### config.mk
export PLATFORM = sky130hd
export DESIGN_NAME = ldu_hazard_detect
export DESIGN_NICKNAME = d
export VERILOG_FILES = /design/src/rtl/ldu_hazard_pkg.sv /design/src/rtl/ldu_dest_pick.sv /design/src/rtl/ldu_src_cmp.sv /design/src/rtl/ldu_stall_fan.sv /design/src/rtl/ldu_hazard_detect.sv
export SDC_FILE = /design/constraint.sdc
export NUM_CORES = 1
export LEC_CHECK = 0
export ABC_CLOCK_PERIOD_IN_PS = 2210
export BUFFER_PORTS_ARGS = -buffer_cell sky130_fd_sc_hd__clkbuf_2
export CORE_AREA = 4 4 41 43
export DETAILED_ROUTE_END_ITERATION = 10
export DIE_AREA = 0 0 45 47
export SYNTH_ARGS = -nofsm -noshare
export SYNTH_HDL_FRONTEND = slang
export SYNTH_SLANG_ARGS = --single-unit
### constraint.sdc
create_clock -name vclk -period 2.21
set_clock_uncertainty 0.05 [all_clocks]
set_input_delay 0.1105 -clock vclk [all_inputs]
set_output_delay 0.1105 -clock vclk [all_outputs]
set_load 0.01 [all_outputs]
### src/rtl/ldu_hazard_pkg.sv
package ldu_hazard_pkg;
  localparam int STAGE_CNT  = 5;
  localparam int IDX_FETCH  = 0;
  localparam int IDX_DECODE = 1;
  localparam int IDX_EXEC   = 2;
  localparam int IDX_MEM    = 3;
  localparam int IDX_WB     = 4;
  localparam int SRC_CNT    = 2;
  localparam int SRC_RS     = 0;
  localparam int SRC_RT     = 1;
endpackage

### src/rtl/ldu_dest_pick.sv
module ldu_dest_pick #(
  parameter int REG_W = 5
) (
  input  logic             wr_rd,
  input  logic             wr_rt,
  input  logic [REG_W-1:0] rd,
  input  logic [REG_W-1:0] rt,
  output logic [REG_W-1:0] dest,
  output logic             dest_ok
);
  // rd has priority over rt
  always_comb begin
    dest_ok = wr_rd | wr_rt;
    if (wr_rd) dest = rd;
    else       dest = rt;
  end
endmodule

### src/rtl/ldu_src_cmp.sv
module ldu_src_cmp #(
  parameter int REG_W = 5,
  parameter int NSRC  = 2
) (
  input  logic [NSRC-1:0]            rd_en,
  input  logic [NSRC-1:0][REG_W-1:0] idx,
  input  logic [REG_W-1:0]           dest,
  output logic                       hit
);
  logic [NSRC-1:0] match;

  for (genvar i = 0; i < NSRC; i++) begin : g_src
    assign match[i] = rd_en[i] && (idx[i] == dest);
  end

  assign hit = |match;
endmodule

### src/rtl/ldu_stall_fan.sv
module ldu_stall_fan
  import ldu_hazard_pkg::*;
(
  input  logic                 hold,
  output logic [STAGE_CNT-1:0] vec
);
  for (genvar s = 0; s < STAGE_CNT; s++) begin : g_stage
    if (s <= IDX_EXEC) begin : g_front
      assign vec[s] = hold;
    end else begin : g_back
      assign vec[s] = 1'b0;
    end
  end
endmodule

### src/rtl/ldu_hazard_detect.sv
module ldu_hazard_detect
  import ldu_hazard_pkg::*;
#(
  parameter int REG_W     = 5,
  parameter bit ALWAYS_ON = 1'b0
) (
  input  logic                 em_is_load,
  input  logic                 em_wr_rd,
  input  logic                 em_wr_rt,
  input  logic [REG_W-1:0]     em_rd,
  input  logic [REG_W-1:0]     em_rt,
  input  logic                 ex_rd_rs,
  input  logic                 ex_rd_rt,
  input  logic [REG_W-1:0]     ex_rs,
  input  logic [REG_W-1:0]     ex_rt,
  input  logic                 detect_en,
  output logic [STAGE_CNT-1:0] stall_vec,
  output logic                 load_tgt_err
);
  logic                            active;
  logic [REG_W-1:0]                ld_dest;
  logic                            ld_dest_ok;
  logic                            src_hit;
  logic [SRC_CNT-1:0]              src_en;
  logic [SRC_CNT-1:0][REG_W-1:0]   src_idx;

  if (ALWAYS_ON) begin : g_fixed
    logic unused_en;
    assign unused_en = detect_en;
    assign active    = em_is_load;
  end else begin : g_gated
    assign active = em_is_load & detect_en;
  end

  ldu_dest_pick #(.REG_W(REG_W)) u_dest (
    .wr_rd   (em_wr_rd),
    .wr_rt   (em_wr_rt),
    .rd      (em_rd),
    .rt      (em_rt),
    .dest    (ld_dest),
    .dest_ok (ld_dest_ok)
  );

  always_comb begin
    src_en[SRC_RS]  = ex_rd_rs;
    src_en[SRC_RT]  = ex_rd_rt;
    src_idx[SRC_RS] = ex_rs;
    src_idx[SRC_RT] = ex_rt;
  end

  ldu_src_cmp #(.REG_W(REG_W), .NSRC(SRC_CNT)) u_cmp (
    .rd_en (src_en),
    .idx   (src_idx),
    .dest  (ld_dest),
    .hit   (src_hit)
  );

  ldu_stall_fan u_fan (
    .hold (active & ld_dest_ok & src_hit),
    .vec  (stall_vec)
  );

  assign load_tgt_err = active & ~ld_dest_ok;
endmodule

==> metrics.csv, run 1 <==
metric;value;unit
CP arrival;1.38;ns
setup bufs post-CTS;0;
final hold vios;0;
DR vias;278;
gr ovfl total;0;
detailed placement HPWL;646;um
worst-path maximum fanout;7;
Final Setup Violations;0;
hold crit path type;primary input to primary output;
placer's final routability congestion estimate;0.670;
pin count of the biggest net entering global routing;8;
WL per Instance;9.44;um
Routed met2 length;290;um
Worst Min Path Start;em_wr_rt;
Synth area leader;xor2_1;
CP Capture Type;primary output;
FMAX;650;MHz
Final ANT Viol Nets;0;
Die ar.;2120;sq um
first-pass GRT wire length;931;um
worst hold slack;0.423;ns
max_cap viols;0;
most frequent CP cell;clkbuf_2;
cts hold-fix bufs;0;
antenna diode count;0;
pwr dens;162;nW/um^2
DRT Pass-1 Iters;4;
die height;47;um
Sum Neg Setup Slack;0;ns
synth unique cells;11;
initial drt markers;3;
Routed WL;670;um
gr usage total;5.66;%
RSZ-0062 raised after global routing;false;
part of the Yosys area used for sequential elements;0;%
initial antenna violation count;0;
Clock buffer cells;0;
core area;1300;sq um
seq_cells;0;
top-area cell type share of the netlist area;37.2;%
num ports;32;
vias in the first global route;238;
Post-CTS Resized;0;
outcome;completed;
share of cells above drive strength 1;53.6;%
Final Net Count;84;
post-route setup slack;0.672;ns
Slowest cell on crit path;mux2i_1;
register area;0;sq um
VDD IR-drop max;0.0475;mV
crit-path cells;clkbuf_2 -> mux2i_1 -> xor2_1 -> nand4_1 -> o22ai_1 -> clkbuf_2;
Setup Crit Path Kind;primary input to primary output;
Slew Viols, Final;0;
num rows;13;
Starting Density;18.1;%
post-DR vias/cell;3.92;
Hold Path Stages;3;
hold worst-path end;load_tgt_err;
Post-Layout Cell Count;71;
Post-Syn Area;235;sq um
Final Cycle Share;69.6;%
Max Used Layer;met3;
drt drc;0;
P&R area growth vs syn;52.7;%
Worst path max stage delay;0.31;ns
Final min period;1.54;ns
DR WL met3;119;um
I/O Buffers;30;
Startpoint Class;primary input;
leakage;0.215;nW
synth warn;0;
fin util;27.6;%
Die W;45;um
top post-synthesis cells by area;xor2_1, mux2i_1, buf_4;
Post-Place Setup Slack;0.662;ns
placed insts;71;
M1 WL;260;um
Synth Instances;31;
Syn Area/Cell;7.59;sq um
Critical Path RT;2.05;ns
-- per-stage QoR --
step / instance area, sq um / total power, mW
3_5_place_dp: 359 / 0.0593
4_1_cts: 359 / 0.0596
3_3_place_gp: 359 / 0.0595
2_1_floorplan: 239 / 0.0360
5_1_grt: 359 / 0.0666
6_report: 359 / 0.0583
-- metal layers --
| layer | GRT usage, % | up-vias |
|---|---|---|
| met5 | 0 | - |
| met4 | 0 | 0 |
| met3 | 0.766 | 0 |
| met2 | 9.89 | 25 |
| met1 | 7.87 | 105 |
| li1 | - | 148 |
-- how the worst max path moves through the flow --
stage | start | endpoint | slack [ns]
after floorplan | em_wr_rd | stall_vec[0] | 0.92
after global placement | em_wr_rd | stall_vec[0] | 0.70
after detailed placement | em_wr_rd | stall_vec[2] | 0.66
after CTS | em_wr_rd | stall_vec[2] | 0.65
after global routing | em_wr_rd | stall_vec[0] | 0.52
final | em_wr_rd | stall_vec[2] | 0.67
-- logic make-up after synthesis --
logic type,count (synthesis),share of synthesized area [%]
compound gates,1,2.66
xor+xnor,10,37.2
buf+inv,6,20.7
mux,5,21.3
other cells,1,1.59
simple gates,8,16.5
-- critical path, delay by kind of cell --
family                 cells  cell delay, ns
AO/OA/AOI/OAI              1            0.27
XOR/XNOR                   1            0.18
buffers and inverters      2            0.38
multiplexers               1            0.31
AND/OR/NAND/NOR            1            0.12
-- cell usage after synthesis --
master   count
nand2_1      1
xor2_1      10
nor3_1       1
buf_6        1
conb_1       1
o22ai_1      1
mux2i_1      5
nand4_1      2
buf_4        5
nand3_1      2
nor2_1       2
-- final cells by class --
cell class | count | area, sq um
multi-input cells | 26 | 190
fillers | 166 | 942
repair buffers | 30 | 150
well taps | 15 | 18.8
-- placed cells by master (no fill, tap or decap) --
master	instances
clkbuf_2	30
xor2_1	10
mux2i_1	5
nand4_1	2
nor2_1	2
nand3_1	2
conb_1	2
nand2_1	1
o22ai_1	1
nor3_1	1
-- power by group --
part	switching (mW)	total (mW)	internal [mW]
Combinational	0.0265	0.0583	0.0319
Sequential	0	0	0
Clock	0	0	0
Total	0.0265	0.0583	0.0319
(Power assumes the default switching activity.)
==> inputs of run 2 (changes only) <==
- ABC_CLOCK_PERIOD_IN_PS: 2210 -> 1500
- clock period: 2.21 -> 1.5 ns (I/O delays scaled with it)
==> run 2 against run 1 <==
Net effect: design area is 11% higher; wire length is 5.8% higher; setup slack worse by 0.55 ns; via count is 1.8% higher; non-clock buffer count is 1 higher; global-route usage is 0.079 points higher; critical path type unchanged.
==> metrics.csv, run 2 (synthesis gave the netlist of run 1 again) <==
metric;value;unit
outcome;completed;
core area;1300;sq um
cts hold-fix bufs;0;
post-route setup slack;0.118;ns
Sum Neg Setup Slack;0;ns
P&R area growth vs syn;69.7;%
pwr dens;256;nW/um^2
post-DR vias/cell;3.93;
Slowest cell on crit path;mux2i_2;
Routed WL;709;um
Worst path max stage delay;0.29;ns
I/O Buffers;30;
detailed placement HPWL;661;um
drt drc;0;
die height;47;um
Clock buffer cells;0;
register area;0;sq um
Final Cycle Share;92.1;%
CP arrival;1.26;ns
Critical Path RT;1.37;ns
placer's final routability congestion estimate;0.634;
final hold vios;0;
Starting Density;18.1;%
DRT Pass-1 Iters;1;
Final Setup Violations;0;
RSZ-0062 raised after global routing;false;
delay-heaviest family, CP;buffers and inverters;
num ports;32;
leakage;0.216;nW
crit-path cells;clkbuf_4 -> mux2i_2 -> xor2_1 -> nand4_1 -> o22ai_2 -> clkbuf_2;
first-pass GRT wire length;972;um
commonest non-fill, non-tap cell in the layout;clkbuf_2;
CP Capture Type;primary output;
most frequent cells in the layout;clkbuf_2, xor2_1, mux2i_2;
share of cells above drive strength 1;63.2;%
Slew Viols, Final;0;
Final min period;1.38;ns
FMAX;724;MHz
initial antenna violation count;0;
num rows;13;
initial drt markers;0;
Setup Crit Path Kind;primary input to primary output;
gr usage total;5.74;%
CP bufs+invs;2;
Final Net Count;85;
max_cap viols;0;
Final ANT Viol Nets;0;
WL per Instance;9.85;um
gr ovfl total;0;
seq_cells;0;
setup bufs post-CTS;0;
antenna diode count;0;
DR vias;283;
pin count of the biggest net entering global routing;8;
hold crit path type;primary input to primary output;
VDD IR-drop max;0.0844;mV
Post-Place Setup Slack;0.0230;ns
Startpoint Class;primary input;
Die W;45;um
Post-CTS Resized;0;
Die ar.;2120;sq um
vias in the first global route;264;
worst-path maximum fanout;7;
## run 2: cell types whose count changed in the layout (fill, tap and decap cells not counted)
cell,previous run,this run
mux2i_1,5,1
mux2i_2,0,3
buf_4,0,1
clkbuf_2,30,29
clkbuf_4,0,1
mux2i_4,0,1
o22ai_1,1,0
o22ai_2,0,1
## run 2: layer usage
layer	wire (um)	vias to the layer above	track usage [%]
met5	0	-	0
met4	0	0	0
li1	-	151	-
met2	296	23	9.60
met3	115	0	1.53
met1	298	109	7.87
## run 2: area by class of cell
type,instances,area (sq um)
well taps,15,18.8
multi-input cells,26,220
fillers,158,902
repair buffers,31,160
## run 2: worst paths after layout
kind                       end  slack (ns)  cells past startpoint     start
setup / recovery  stall_vec[0]        0.12                      6  em_wr_rd
hold / removal    load_tgt_err        0.35                      3  em_wr_rt
## run 2: tightest hold or removal path: stages
cell	delay, ns
clkbuf_2	0.09
nor3_1	0.04
clkbuf_2	0.12
## run 2: per-stage QoR
stage	total power, mW	hold slack, ns	cells	utilization (%)	cell area [sq um]
5_1_grt	0.112	0.364	72	30.7	399
3_3_place_gp	0.0895	0.352	72	28.2	367
4_1_cts	0.0910	0.355	72	28.2	367
2_1_floorplan	0.0530	0.151	32	-	239
6_report	0.102	0.352	72	30.7	399
3_5_place_dp	0.0907	0.353	72	28.2	367
## run 2: power by group
part           switching, mW  leakage (nW)  total [mW]  internal (mW)
combinational         0.0455         0.216       0.102         0.0568
sequential                 0             0           0              0
clock                      0             0           0              0
total                 0.0455         0.216       0.102         0.0568
